<file path="config.mk">
export PLATFORM = sky130hd
export DESIGN_NAME = irsir_codec
export DESIGN_NICKNAME = d
export VERILOG_FILES = /design/src/rtl/irsir_pkg.sv /design/src/rtl/irsir_sync.sv /design/src/rtl/irsir_enc.sv /design/src/rtl/irsir_dec.sv /design/src/rtl/irsir_codec.sv
export SDC_FILE = /design/constraint.sdc
export NUM_CORES = 1
export LEC_CHECK = 0
export ABC_AREA = 0
export CAP_MARGIN = 20
export CORE_MARGIN = 3
export CORE_UTILIZATION = 52
export DETAILED_ROUTE_END_ITERATION = 12
export HOLD_SLACK_MARGIN = 0.05
export MAX_ROUTING_LAYER = met4
export PLACE_DENSITY = 0.85
export SLEW_MARGIN = 20
export SYNTH_ARGS = -nofsm -noshare
export SYNTH_HDL_FRONTEND = slang
export SYNTH_SLANG_ARGS = --single-unit
</file>
<file path="constraint.sdc">
create_clock -name clk -period 2.3 [get_ports clk]
set_input_delay 0.575 -clock clk [delete_from_list [all_inputs] [get_ports clk]]
set_output_delay 0.575 -clock clk [all_outputs]
set_load 0.02 [all_outputs]
</file>
<file path="src/rtl/irsir_pkg.sv">
package irsir_pkg;
  parameter int unsigned OSR_DEF   = 16;
  parameter int unsigned PULSE_DEF = 3;
  parameter int unsigned SYNC_DEF  = 2;

  typedef enum logic { RX_IDLE = 1'b0, RX_ZERO = 1'b1 } rx_state_e;
endpackage

</file>
<file path="src/rtl/irsir_sync.sv">
module irsir_sync #(
  parameter int unsigned STAGES = 2
) (
  input  logic clk,
  input  logic rst_n,
  input  logic d_i,
  output logic q_o
);
  logic [STAGES-1:0] sh_q;

  always_ff @(posedge clk or negedge rst_n) begin
    if (!rst_n) sh_q <= '0;
    else        sh_q <= {sh_q[STAGES-2:0], d_i};
  end

  assign q_o = sh_q[STAGES-1];
endmodule

</file>
<file path="src/rtl/irsir_enc.sv">
module irsir_enc #(
  parameter int unsigned OSR   = 16,
  parameter int unsigned PULSE = 3
) (
  input  logic clk,
  input  logic rst_n,
  input  logic en_i,
  input  logic tick_i,
  input  logic nrz_i,
  output logic ir_o,
  output logic zero_bit_o
);
  localparam int unsigned PH_W = $clog2(OSR);
  localparam logic [PH_W-1:0] PH_LAST = PH_W'(OSR - 1);
  localparam logic [PH_W-1:0] PH_PULSE = PH_W'(PULSE);

  logic [PH_W-1:0] ph_q, ph_d;
  logic            bit_q, bit_d;
  logic            out_q, out_d;

  always_comb begin
    ph_d  = ph_q;
    bit_d = bit_q;
    out_d = out_q;
    if (!en_i) begin
      ph_d  = PH_LAST;
      bit_d = 1'b1;
      out_d = 1'b0;
    end else if (tick_i) begin
      if ((nrz_i != bit_q) || (ph_q == PH_LAST)) begin
        ph_d  = '0;
        bit_d = nrz_i;
      end else begin
        ph_d = ph_q + 1'b1;
      end
      out_d = !bit_d && (ph_d < PH_PULSE);
    end
  end

  always_ff @(posedge clk or negedge rst_n) begin
    if (!rst_n) begin
      ph_q  <= PH_LAST;
      bit_q <= 1'b1;
      out_q <= 1'b0;
    end else begin
      ph_q  <= ph_d;
      bit_q <= bit_d;
      out_q <= out_d;
    end
  end

  assign ir_o       = out_q;
  assign zero_bit_o = !bit_q;
endmodule

</file>
<file path="src/rtl/irsir_dec.sv">
module irsir_dec
  import irsir_pkg::*;
#(
  parameter int unsigned OSR = 16
) (
  input  logic clk,
  input  logic rst_n,
  input  logic en_i,
  input  logic tick_i,
  input  logic pulse_i,
  input  logic blank_i,
  output logic nrz_o
);
  localparam int unsigned PH_W = $clog2(OSR);
  localparam logic [PH_W-1:0] CNT_LAST = PH_W'(OSR - 1);

  rx_state_e       st_q, st_d;
  logic [PH_W-1:0] cnt_q, cnt_d;
  logic            prev_q, prev_d;

  always_comb begin
    st_d   = st_q;
    cnt_d  = cnt_q;
    prev_d = prev_q;
    if (!en_i || (tick_i && blank_i)) begin
      st_d   = RX_IDLE;
      cnt_d  = '0;
      prev_d = pulse_i;
    end else if (tick_i) begin
      prev_d = pulse_i;
      if (pulse_i && !prev_q) begin
        st_d  = RX_ZERO;
        cnt_d = '0;
      end else if (st_q == RX_ZERO) begin
        if (cnt_q == CNT_LAST) begin
          st_d  = RX_IDLE;
          cnt_d = '0;
        end else begin
          cnt_d = cnt_q + 1'b1;
        end
      end
    end
  end

  always_ff @(posedge clk or negedge rst_n) begin
    if (!rst_n) begin
      st_q   <= RX_IDLE;
      cnt_q  <= '0;
      prev_q <= 1'b0;
    end else begin
      st_q   <= st_d;
      cnt_q  <= cnt_d;
      prev_q <= prev_d;
    end
  end

  assign nrz_o = (st_q == RX_IDLE);
endmodule

</file>
<file path="src/rtl/irsir_codec.sv">
module irsir_codec
  import irsir_pkg::*;
#(
  parameter int unsigned OSR   = OSR_DEF,
  parameter int unsigned PULSE = PULSE_DEF,
  parameter int unsigned SYNC  = SYNC_DEF
) (
  input  logic clk,
  input  logic rst_n,
  input  logic enable,
  input  logic rx_idle_hi,
  input  logic tick16,
  input  logic tx_nrz,
  output logic ir_tx,
  input  logic ir_rx,
  output logic rx_nrz
);
  logic enc_zero;
  logic pulse_s;
  logic blank;

  irsir_enc #(.OSR(OSR), .PULSE(PULSE)) enc_i (
    .clk        (clk),
    .rst_n      (rst_n),
    .en_i       (enable),
    .tick_i     (tick16),
    .nrz_i      (tx_nrz),
    .ir_o       (ir_tx),
    .zero_bit_o (enc_zero)
  );

  irsir_sync #(.STAGES(SYNC)) sync_i (
    .clk   (clk),
    .rst_n (rst_n),
    .d_i   (ir_rx ^ rx_idle_hi),
    .q_o   (pulse_s)
  );

  assign blank = !tx_nrz || enc_zero;

  irsir_dec #(.OSR(OSR)) dec_i (
    .clk     (clk),
    .rst_n   (rst_n),
    .en_i    (enable),
    .tick_i  (tick16),
    .pulse_i (pulse_s),
    .blank_i (blank),
    .nrz_o   (rx_nrz)
  );
endmodule

</file>
# After elaboration in Yosys (flattened, before gate mapping)
# Cells that the tools add are included.
dict set report op_classes {
  addsub 2
  magnitude_cmp 1
  eq_ne 4
  muxes 24
  n_bitwise 2
  reduce_logical 14
}
# op n
set ops {}
lappend ops {{$mux W4} 10}
lappend ops {{$mux W1} 14}
lappend ops {{$add A4 B1 Y4 const B} 2}
lappend ops {{$eq A4 B4 Y1 const B} 2}
lappend ops {{$logic_not A1 Y1} 5}
lappend ops {{$lt A4 B2 Y1 const B} 1}
lappend ops {{$logic_and A1 B1 Y1} 3}
lappend ops {{$logic_or A1 B1 Y1} 3}
lappend ops {{$reduce_bool A3 Y1} 1}
lappend ops {{$ne A2 B1 Y1 const B} 1}
lappend ops {{$reduce_and A2 Y1} 1}
lappend ops {{$reduce_bool A2 Y1} 1}
lappend ops {{$ne A1 B1 Y1} 1}
lappend ops {{$not A1 Y1} 1}
lappend ops {{$xor A1 B1 Y1} 1}
dict set report word_totals {
  ff_bits 14
  in_bits 7
  out_inout_bits 2
  wordCells 54
}

# Longest topological paths before layout
# Gate-level depths: netlist of the first run.
dict set report depth {
  depth_word 9
  mapped_depth 5
  ltp_nobuf 5
}

# By module
# From an unflattened synthesis of the first run, not the netlist that was laid out.
dict set report unflattened {
  cells_unflattened 81
  area_unflattened_um2 825.8
}
# module n_inst cells_per_inst area_per_inst_um2 seq_area_each_um2
set modules_own_cells {}
lappend modules_own_cells {irsir_enc 1 39 382.9 156.4}
lappend modules_own_cells {irsir_dec 1 38 377.9 150.1}
lappend modules_own_cells {irsir_sync 1 2 50.0 50.0}
lappend modules_own_cells {irsir_codec 1 2 15.0 0.0}

# Worst setup path before layout of the first run
# No wires, ideal clock.
dict set report synth_path {
  path_type {input to register}
  startpoint {input tx_nrz}
  endpoint {register enc_i.out_q (netlist: enc_i.ir_o)}
  setup_time_ns 0.092
  arrival_ns 1.636
  required_ns 2.208
  setup_slack_ns 0.572
  path_stages 5
  n_path_buf 0
  path_cell_list {ha_1 a31oi_1 mux2i_1 o31ai_1 o31ai_2}
}
dict set report synth_via {
  elab_chain_cells 9
  elab_cells_between_ends 13
}
# item line_no
set synth_rtl {}
lappend synth_rtl {{from (decl)} irsir_codec.sv:13} ;# input logic tx_nrz,
lappend synth_rtl {{$ne A1 B1 Y1} irsir_enc.sv:30} ;# if ((nrz_i != bit_q) || (ph_q == PH_LAST)) begin
lappend synth_rtl {{$logic_or A1 B1 Y1} irsir_enc.sv:30}
lappend synth_rtl {{$mux W4 / $mux W1 (equally long branches)} irsir_enc.sv:30}
lappend synth_rtl {{$mux W4 / $mux W1 (equally long branches)} irsir_enc.sv:29} ;# end else if (tick_i) begin
lappend synth_rtl {{$mux W4 / $mux W1 (equally long branches)} irsir_enc.sv:25} ;# if (!en_i) begin
lappend synth_rtl {{$lt A4 B2 Y1 / $logic_not A1 Y1 (equally long branches)} irsir_enc.sv:36} ;# out_d = !bit_d && (ph_d < PH_PULSE);
lappend synth_rtl {{$logic_and A1 B1 Y1 (*)} irsir_enc.sv:36}
lappend synth_rtl {{$mux W1 (*)} irsir_enc.sv:29}
lappend synth_rtl {{$mux W1 (*)} irsir_enc.sv:25}
lappend synth_rtl {{to (signal assigned)} irsir_enc.sv:48} ;# out_q <= out_d;
lappend synth_rtl {{to (decl)} irsir_enc.sv:19} ;# logic out_q, out_d;
# Mark *: on every way between the ends. The rest lies on a longest branch, timed or not. The select of a mux whose other input is x is not followed.
# A chain may end at the register's enable or synchronous reset.

# Worst setup path after layout of the first run
dict set report layout_path {
  startpoint {register dec_i.st_q}
  endpoint {output rx_nrz}
}
dict set report layout_via {
  elab_chain_cells 1
}
# item line_no
set layout_rtl {}
lappend layout_rtl {{from (decl)} irsir_dec.sv:17} ;# rx_state_e st_q, st_d;
lappend layout_rtl {{from (signal assigned)} irsir_dec.sv:51} ;# st_q <= st_d;
lappend layout_rtl {{$not A1 Y1} irsir_dec.sv:57} ;# assign nrz_o = (st_q == RX_IDLE);
lappend layout_rtl {{to (decl)} irsir_codec.sv:16} ;# output logic rx_nrz
# Every way passes these cells.

==> metrics.md, run 1 <==
| Metric | Value |
|---|---|
| Outcome | complete, no violations |
| Met3 Use GR | 3.66% |
| Seq cells post-synth | 14 |
| DR DRC count | 0 |
| Vias in the first global route | 573 |
| Total track usage | 17.2% |
| TritonCTS clock tree | built |
| Minimum clock period | 1.92 ns |
| Post-Route WL | 1410 um |
| Most common cell after layout, fill and taps aside | dfrtp_1 |
| Num CTS Buffers | 3 |
| CP Data Required Time | 1.73 ns |
| Grt total ovfl | 0 |
| Global Route met2 Usage | 26.6% |
| Die width | 44.6 um |
| Slew @ Worst Pin | 0.606 ns |
| I/O pin count | 9 |
| R2r startpoint | enc_i.ph_q[0] |
| Via count | 627 |
| RR Endpoint | enc_i.ir_o |
| Chip height | 44.6 um |
| Worst Reg-to-Reg Cells | 5 |
| Final #Nets | 102 |
| Starting Density | 57.3% |
| Setup TNS | 0 ns |
| Netlist cell types | 33 |
| Async set-or-reset flop fraction in the synthesized netlist | 100% |
| Drt pass-1 iters | 4 |
| Tot Pwr | 590 uW |
| Fin. max-slew vios | 0 |
| Grt met1 use | 21.5% |
| Htree depth | 1 |
| Average wire per standard cell | 13.3 um |
| First DRT Iteration DRCs | 19 |
| ANT cells | 0 |
| Arrival @ worst endpoint | 1.34 ns |
| Syn-to-layout area delta | 20.2% |
| Worst hold margin | 0.364 ns |
| Period utilization | 83.3% |
| PD cells | 634 mW/mm2 |
| Final GP Congestion | 0.778 |
| Worst path buffer plus inverter count | 2 |
| Setup repair bufs after CTS | 0 |
| Max Clk Rate | 522 MHz |
| Register area share after synthesis | 46.1% |
| Die area | 0.00199 mm2 |
| Worst-Skew Late Latency | 0.28 ns |
| Pre-CTS setup slack | 0.0958 ns |
| Hold-fix buffers, CTS | 0 |
| EDFF count, synth | 0 |
| Layout cells sized above 1 | 19.8% |
| Leak | 0.000412 uW |
| Cts repair resizes | 0 |
| Core area | 0.00135 mm2 |
| Worst slew margin | 59.5% |
| CTS root buffer | clkbuf_4 |
| Post-route ant nets | 0 |
| Worst VDD drop | 0.452 mV |
| RSZ-0062 raised after global routing | false |
| Clk slew on worst S/H paths | 0.09 ns |
| Total of max-cap violations | 0 |
| Final-layout fill cell count | 109 |
| Hold Path Class | reg -> reg |
| Crit-path slowest cell | clkdlybuf4s50_1 |
| Hpwl dp | 1060 um |
| Hold Crit Start | sync_i.sh_q[0] |
| Post-Synthesis Cell Area | 773 um2 |
| Global route hottest layer | met2 |
| Pin count of the biggest net entering global routing | 15 |
| Worst setup margin | 0.385 ns |
| Crit Path Max Fanout | 4 |
| Syn Area/Cell | 10.0 um2 |
| Final Hold Vio Count | 0 |
| Crit path max-delay family | buffers and inverters |
| Reg2reg setup slack | 0.67 ns |
| Hold Path Depth | 0 |
| Input/output buffers | 8 |
| Synthesized instance count | 77 |
| Initial antenna violation count | 0 |
| Crit Path Class | reg -> out |
| Top_reg_cell synth | dfrtp_1 |
| Net count after synthesis | 87 |
| Commonest cells after routing, fill and taps aside | dfrtp_1 (9), nand2_1 (8), clkdlybuf4s50_1 (8), inv_1 (6) |
| Slowest stage delay, CP | 0.59 ns |
| First-pass GRT wire length | 2410 um |
| Max Root-Sink Buffers | 2 |
| Number of vias per cell | 5.92 |
| Yosys warnings | 0 |
| CP Cell Sequence | inv_1, clkdlybuf4s50_1 |
| CP startpoint kind | register |
| Skew final | 0.000771 ns |
| Crit end category | primary output |
| Final setup viols | 0 |
| Hold Path End | sync_i.sh_q[1] |
| Num rows | 13 |
| Sink Count | 14 |
==> synth_stat cells, types with 2 or more instances <==
library cell	instances	area share (%)
a21oi_1	5	3.2
a22o_1	3	3.4
a31oi_1	2	1.6
dfrtp_1	9	29
dfstp_2	5	17
ha_1	3	4.9
inv_1	6	2.9
mux2i_1	2	2.6
nand2_1	8	3.9
nand3_1	3	1.9
nor2_1	2	0.97
nor2b_1	5	4.0
o21ai_0	3	1.9
o2bb2ai_1	2	2.3
==> per-stage QoR <==
step	cell area (um2)	std cells	util, %
2_1_floorplan	773	77	-
3_3_place_gp	893	102	66.2
3_5_place_dp	893	102	66.2
4_1_cts	930	106	68.9
5_1_grt	930	106	68.9
6_report	930	106	68.9
==> registers in the layout (all words and copies together), names as in the netlist <==
register	count
dec_i.cnt_q	4
dec_i.prev_q	1
dec_i.st_q	1
enc_i.bit_q	1
enc_i.ir_o	1
enc_i.ph_q	4
sync_i.sh_q	2
==> how the worst max path moves through the flow <==
stage / from / cells past startpoint / slack [ns] / to
floorplan: tx_nrz / 5 / 0.57 / enc_i.ir_o
global placement: tx_nrz / 6 / 0.16 / enc_i.ir_o
detailed placement: tx_nrz / 6 / 0.1 / enc_i.ir_o
CTS: dec_i.st_q / 2 / 0.38 / rx_nrz
global route: tx_nrz / 6 / 0.28 / enc_i.ir_o
finish: dec_i.st_q / 2 / 0.38 / rx_nrz
==> power by group <==
group | internal (uW) | total [uW] | switching (uW)
Clock | 96.2 | 178 | 81.6
Sequential | 271 | 288 | 16.8
Combinational | 60.2 | 124 | 63.8
==> cell families after synthesis <==
group / Yosys count / synth area share [%]
mux: 3 / 4.05
flops: 14 / 46.1
xor+xnor: 1 / 1.13
compound gates: 26 / 25.7
fa+ha+maj: 3 / 4.85
simple gates: 22 / 14.1
buf+inv: 8 / 4.04
==> routing by layer <==
layer	wire [um]	vias to the layer above	part of all wire, %
met1	689	300	49
met4	20	0	1.4
met2	640	11	45
li1	-	312	-
met3	59	4	4.2
met5	0	-	0
==> area by class of cell <==
type	instances	area [um2]	share of cell area [%]
Multi-Input combinational cell	55	385	41.5
Sequential cell	14	357	38.4
Timing Repair Buffer	12	110	11.8
Clock buffer	4	36.3	3.90
Inverter	6	22.5	2.42
Tap cell	15	18.8	2.02
No activity file was read; power rests on OpenSTA's default activity.
==> inputs of run 2 (changes only) <==
Clock period 2.3 ns to 1.8 ns, I/O delays scaled along.
==> metrics.md, run 2 (same netlist as run 1, synthesis figures left out) <==
| Metric | Value |
|---|---|
| Crit-path slowest cell | clkdlybuf4s50_1 |
| Starting Density | 57.3% |
| Input/output buffers | 8 |
| Average wire per standard cell | 15.4 um |
| CP startpoint kind | register |
| CP Cell Sequence | clkdlybuf4s50_1 |
| Worst VDD drop | 0.686 mV |
| Commonest cells after routing, fill and taps aside | dfrtp_1 (9), buf_4 (9), nand2_1 (8), inv_1 (6), clkdlybuf4s50_1 (6) |
| First DRT Iteration DRCs | 24 |
| Psw | 224 uW |
| Syn-to-layout area delta | 27.7% |
| Final Hold Vio Count | 0 |
| RSZ-0062 raised after global routing | false |
| CP Data Required Time | 1.35 ns |
| Minimum clock period | 1.69 ns |
| Crit path launch | enc_i.ir_o |
| Slowest stage delay, CP | 0.60 ns |
| Num CTS Buffers | 3 |
| Arrival @ worst endpoint | 1.24 ns |
| Fin area | 987 um2 |
| Max Clk Rate | 591 MHz |
| Layout cells sized above 1 | 26.0% |
| Vias in the first global route | 684 |
| Total track usage | 21.4% |
| Max Root-Sink Buffers | 2 |
| Chip height | 44.6 um |
| DR DRC count | 0 |
| First-pass GRT wire length | 2920 um |
| ANT cells | 0 |
| Pin count of the biggest net entering global routing | 15 |
| Final setup viols | 0 |
| Slew @ Worst Pin | 0.289 ns |
| Post-Route WL | 1710 um |
| Final GP Congestion | 0.811 |
| Fin. max-slew vios | 0 |
| Crit Path Class | reg -> out |
| Final core occ | 73.1% |
| Int Pwr | 558 uW |
| Die area | 0.00199 mm2 |
| Placed cell areas | 931 um2 |
| Via count | 673 |
| Period utilization | 94.0% |
| Htree depth | 1 |
| Worst path buffer plus inverter count | 1 |
| I/O pin count | 9 |
| Hold Path Class | reg -> reg |
| Combinational share of power | 22.8% |
| Worst slew margin | 80.7% |
| Initial antenna violation count | 0 |
| Switching part of the total power | 28.7% |
| Clock network power share | 29.8% |
| Die width | 44.6 um |
| Grt total ovfl | 0 |
| Worst hold margin | 0.382 ns |
| Skew final | 0.00405 ns |
| Crit path max-delay family | buffers and inverters |
| Core area | 0.00135 mm2 |
| Drt pass-1 iters | 4 |
| Final #Nets | 107 |
| Leak | 0.000444 uW |
| Filler-free cell count of the finished design | 111 |
| Outcome | complete, no violations |
| Sink Count | 14 |
| Reg power frac | 47.5% |
| Hpwl dp | 1200 um |
| PD cells | 792 mW/mm2 |
| Number of vias per cell | 6.06 |
| TritonCTS clock tree | built |
| Hold Crit Start | sync_i.sh_q[0] |
| Placed Cells incl. Taps | 107 |
| Crit Path Max Fanout | 2 |
| Clk slew on worst S/H paths | 0.09 ns |
| CTS root buffer | clkbuf_4 |
| Worst-Skew Late Latency | 0.29 ns |
| Crit end category | primary output |
| Post-route ant nets | 0 |
| Num rows | 13 |
| Biggest regs | dec_i.cnt_q (4), enc_i.ph_q (4), sync_i.sh_q (2) |
| Total of max-cap violations | 0 |
| R2r startpoint | enc_i.ph_q[0] |
-- run 2: final cells by class --
type,count,area [um2]
clock buffers,4,36.3
multi-input cells,55,404
repair buffers,17,149
well taps,15,18.8
inverters,6,22.5
fillers,93,363
flip-flops and latches,14,357
-- run 2: power by group through the flow --
stage	clock network [uW]	logic, uW	registers [uW]
2_1_floorplan	0	102	370
3_3_place_gp	0	162	372
3_5_place_dp	0	170	374
4_1_cts	231	171	369
5_1_grt	244	196	374
6_report	233	178	371
-- run 2: repair_timing --
| action | CTS | global route |
|---|---|---|
| buffers inserted | 0 | 0 |
| resized for setup | 1 | 3 |
| setup endpoints to repair | 1 | 1 |
| cloned | 0 | 0 |
| hold buffers | 0 | 0 |
| pin swaps | 0 | 1 |
-- run 2: worst paths after layout --
kind | endpoint | slack (ns) | depth (start not counted)
setup / recovery | ir_tx | 0.11 | 1
hold / removal | sync_i.sh_q[1] | 0.38 | 0
setup reg to reg | enc_i.ir_o | 0.16 | 5
hold reg to reg | sync_i.sh_q[1] | 0.38 | 0
max in group asynchronous | enc_i.ph_q[3] | 1.11 | 2
min in group asynchronous | sync_i.sh_q[0] | 0.46 | 2
-- run 2: per-stage QoR --
step                      total power, uW  worst slack (ns)  setup TNS (ns)
after floorplan                       472             0.196               0
after global placement                534            -0.185          -0.585
after detailed placement              544            -0.287          -0.823
after CTS                             771           0.00343               0
after global routing                  814            0.0158               0
final                                 782             0.108               0
-- run 2: routing by layer --
metal | vias up | GRT usage, % | routed length, um
met5 | - | - | 0
met4 | 0 | 10.2 | 47
met3 | 6 | 6.10 | 122
met2 | 27 | 35.5 | 801
met1 | 316 | 23.2 | 738
li1 | 324 | - | -
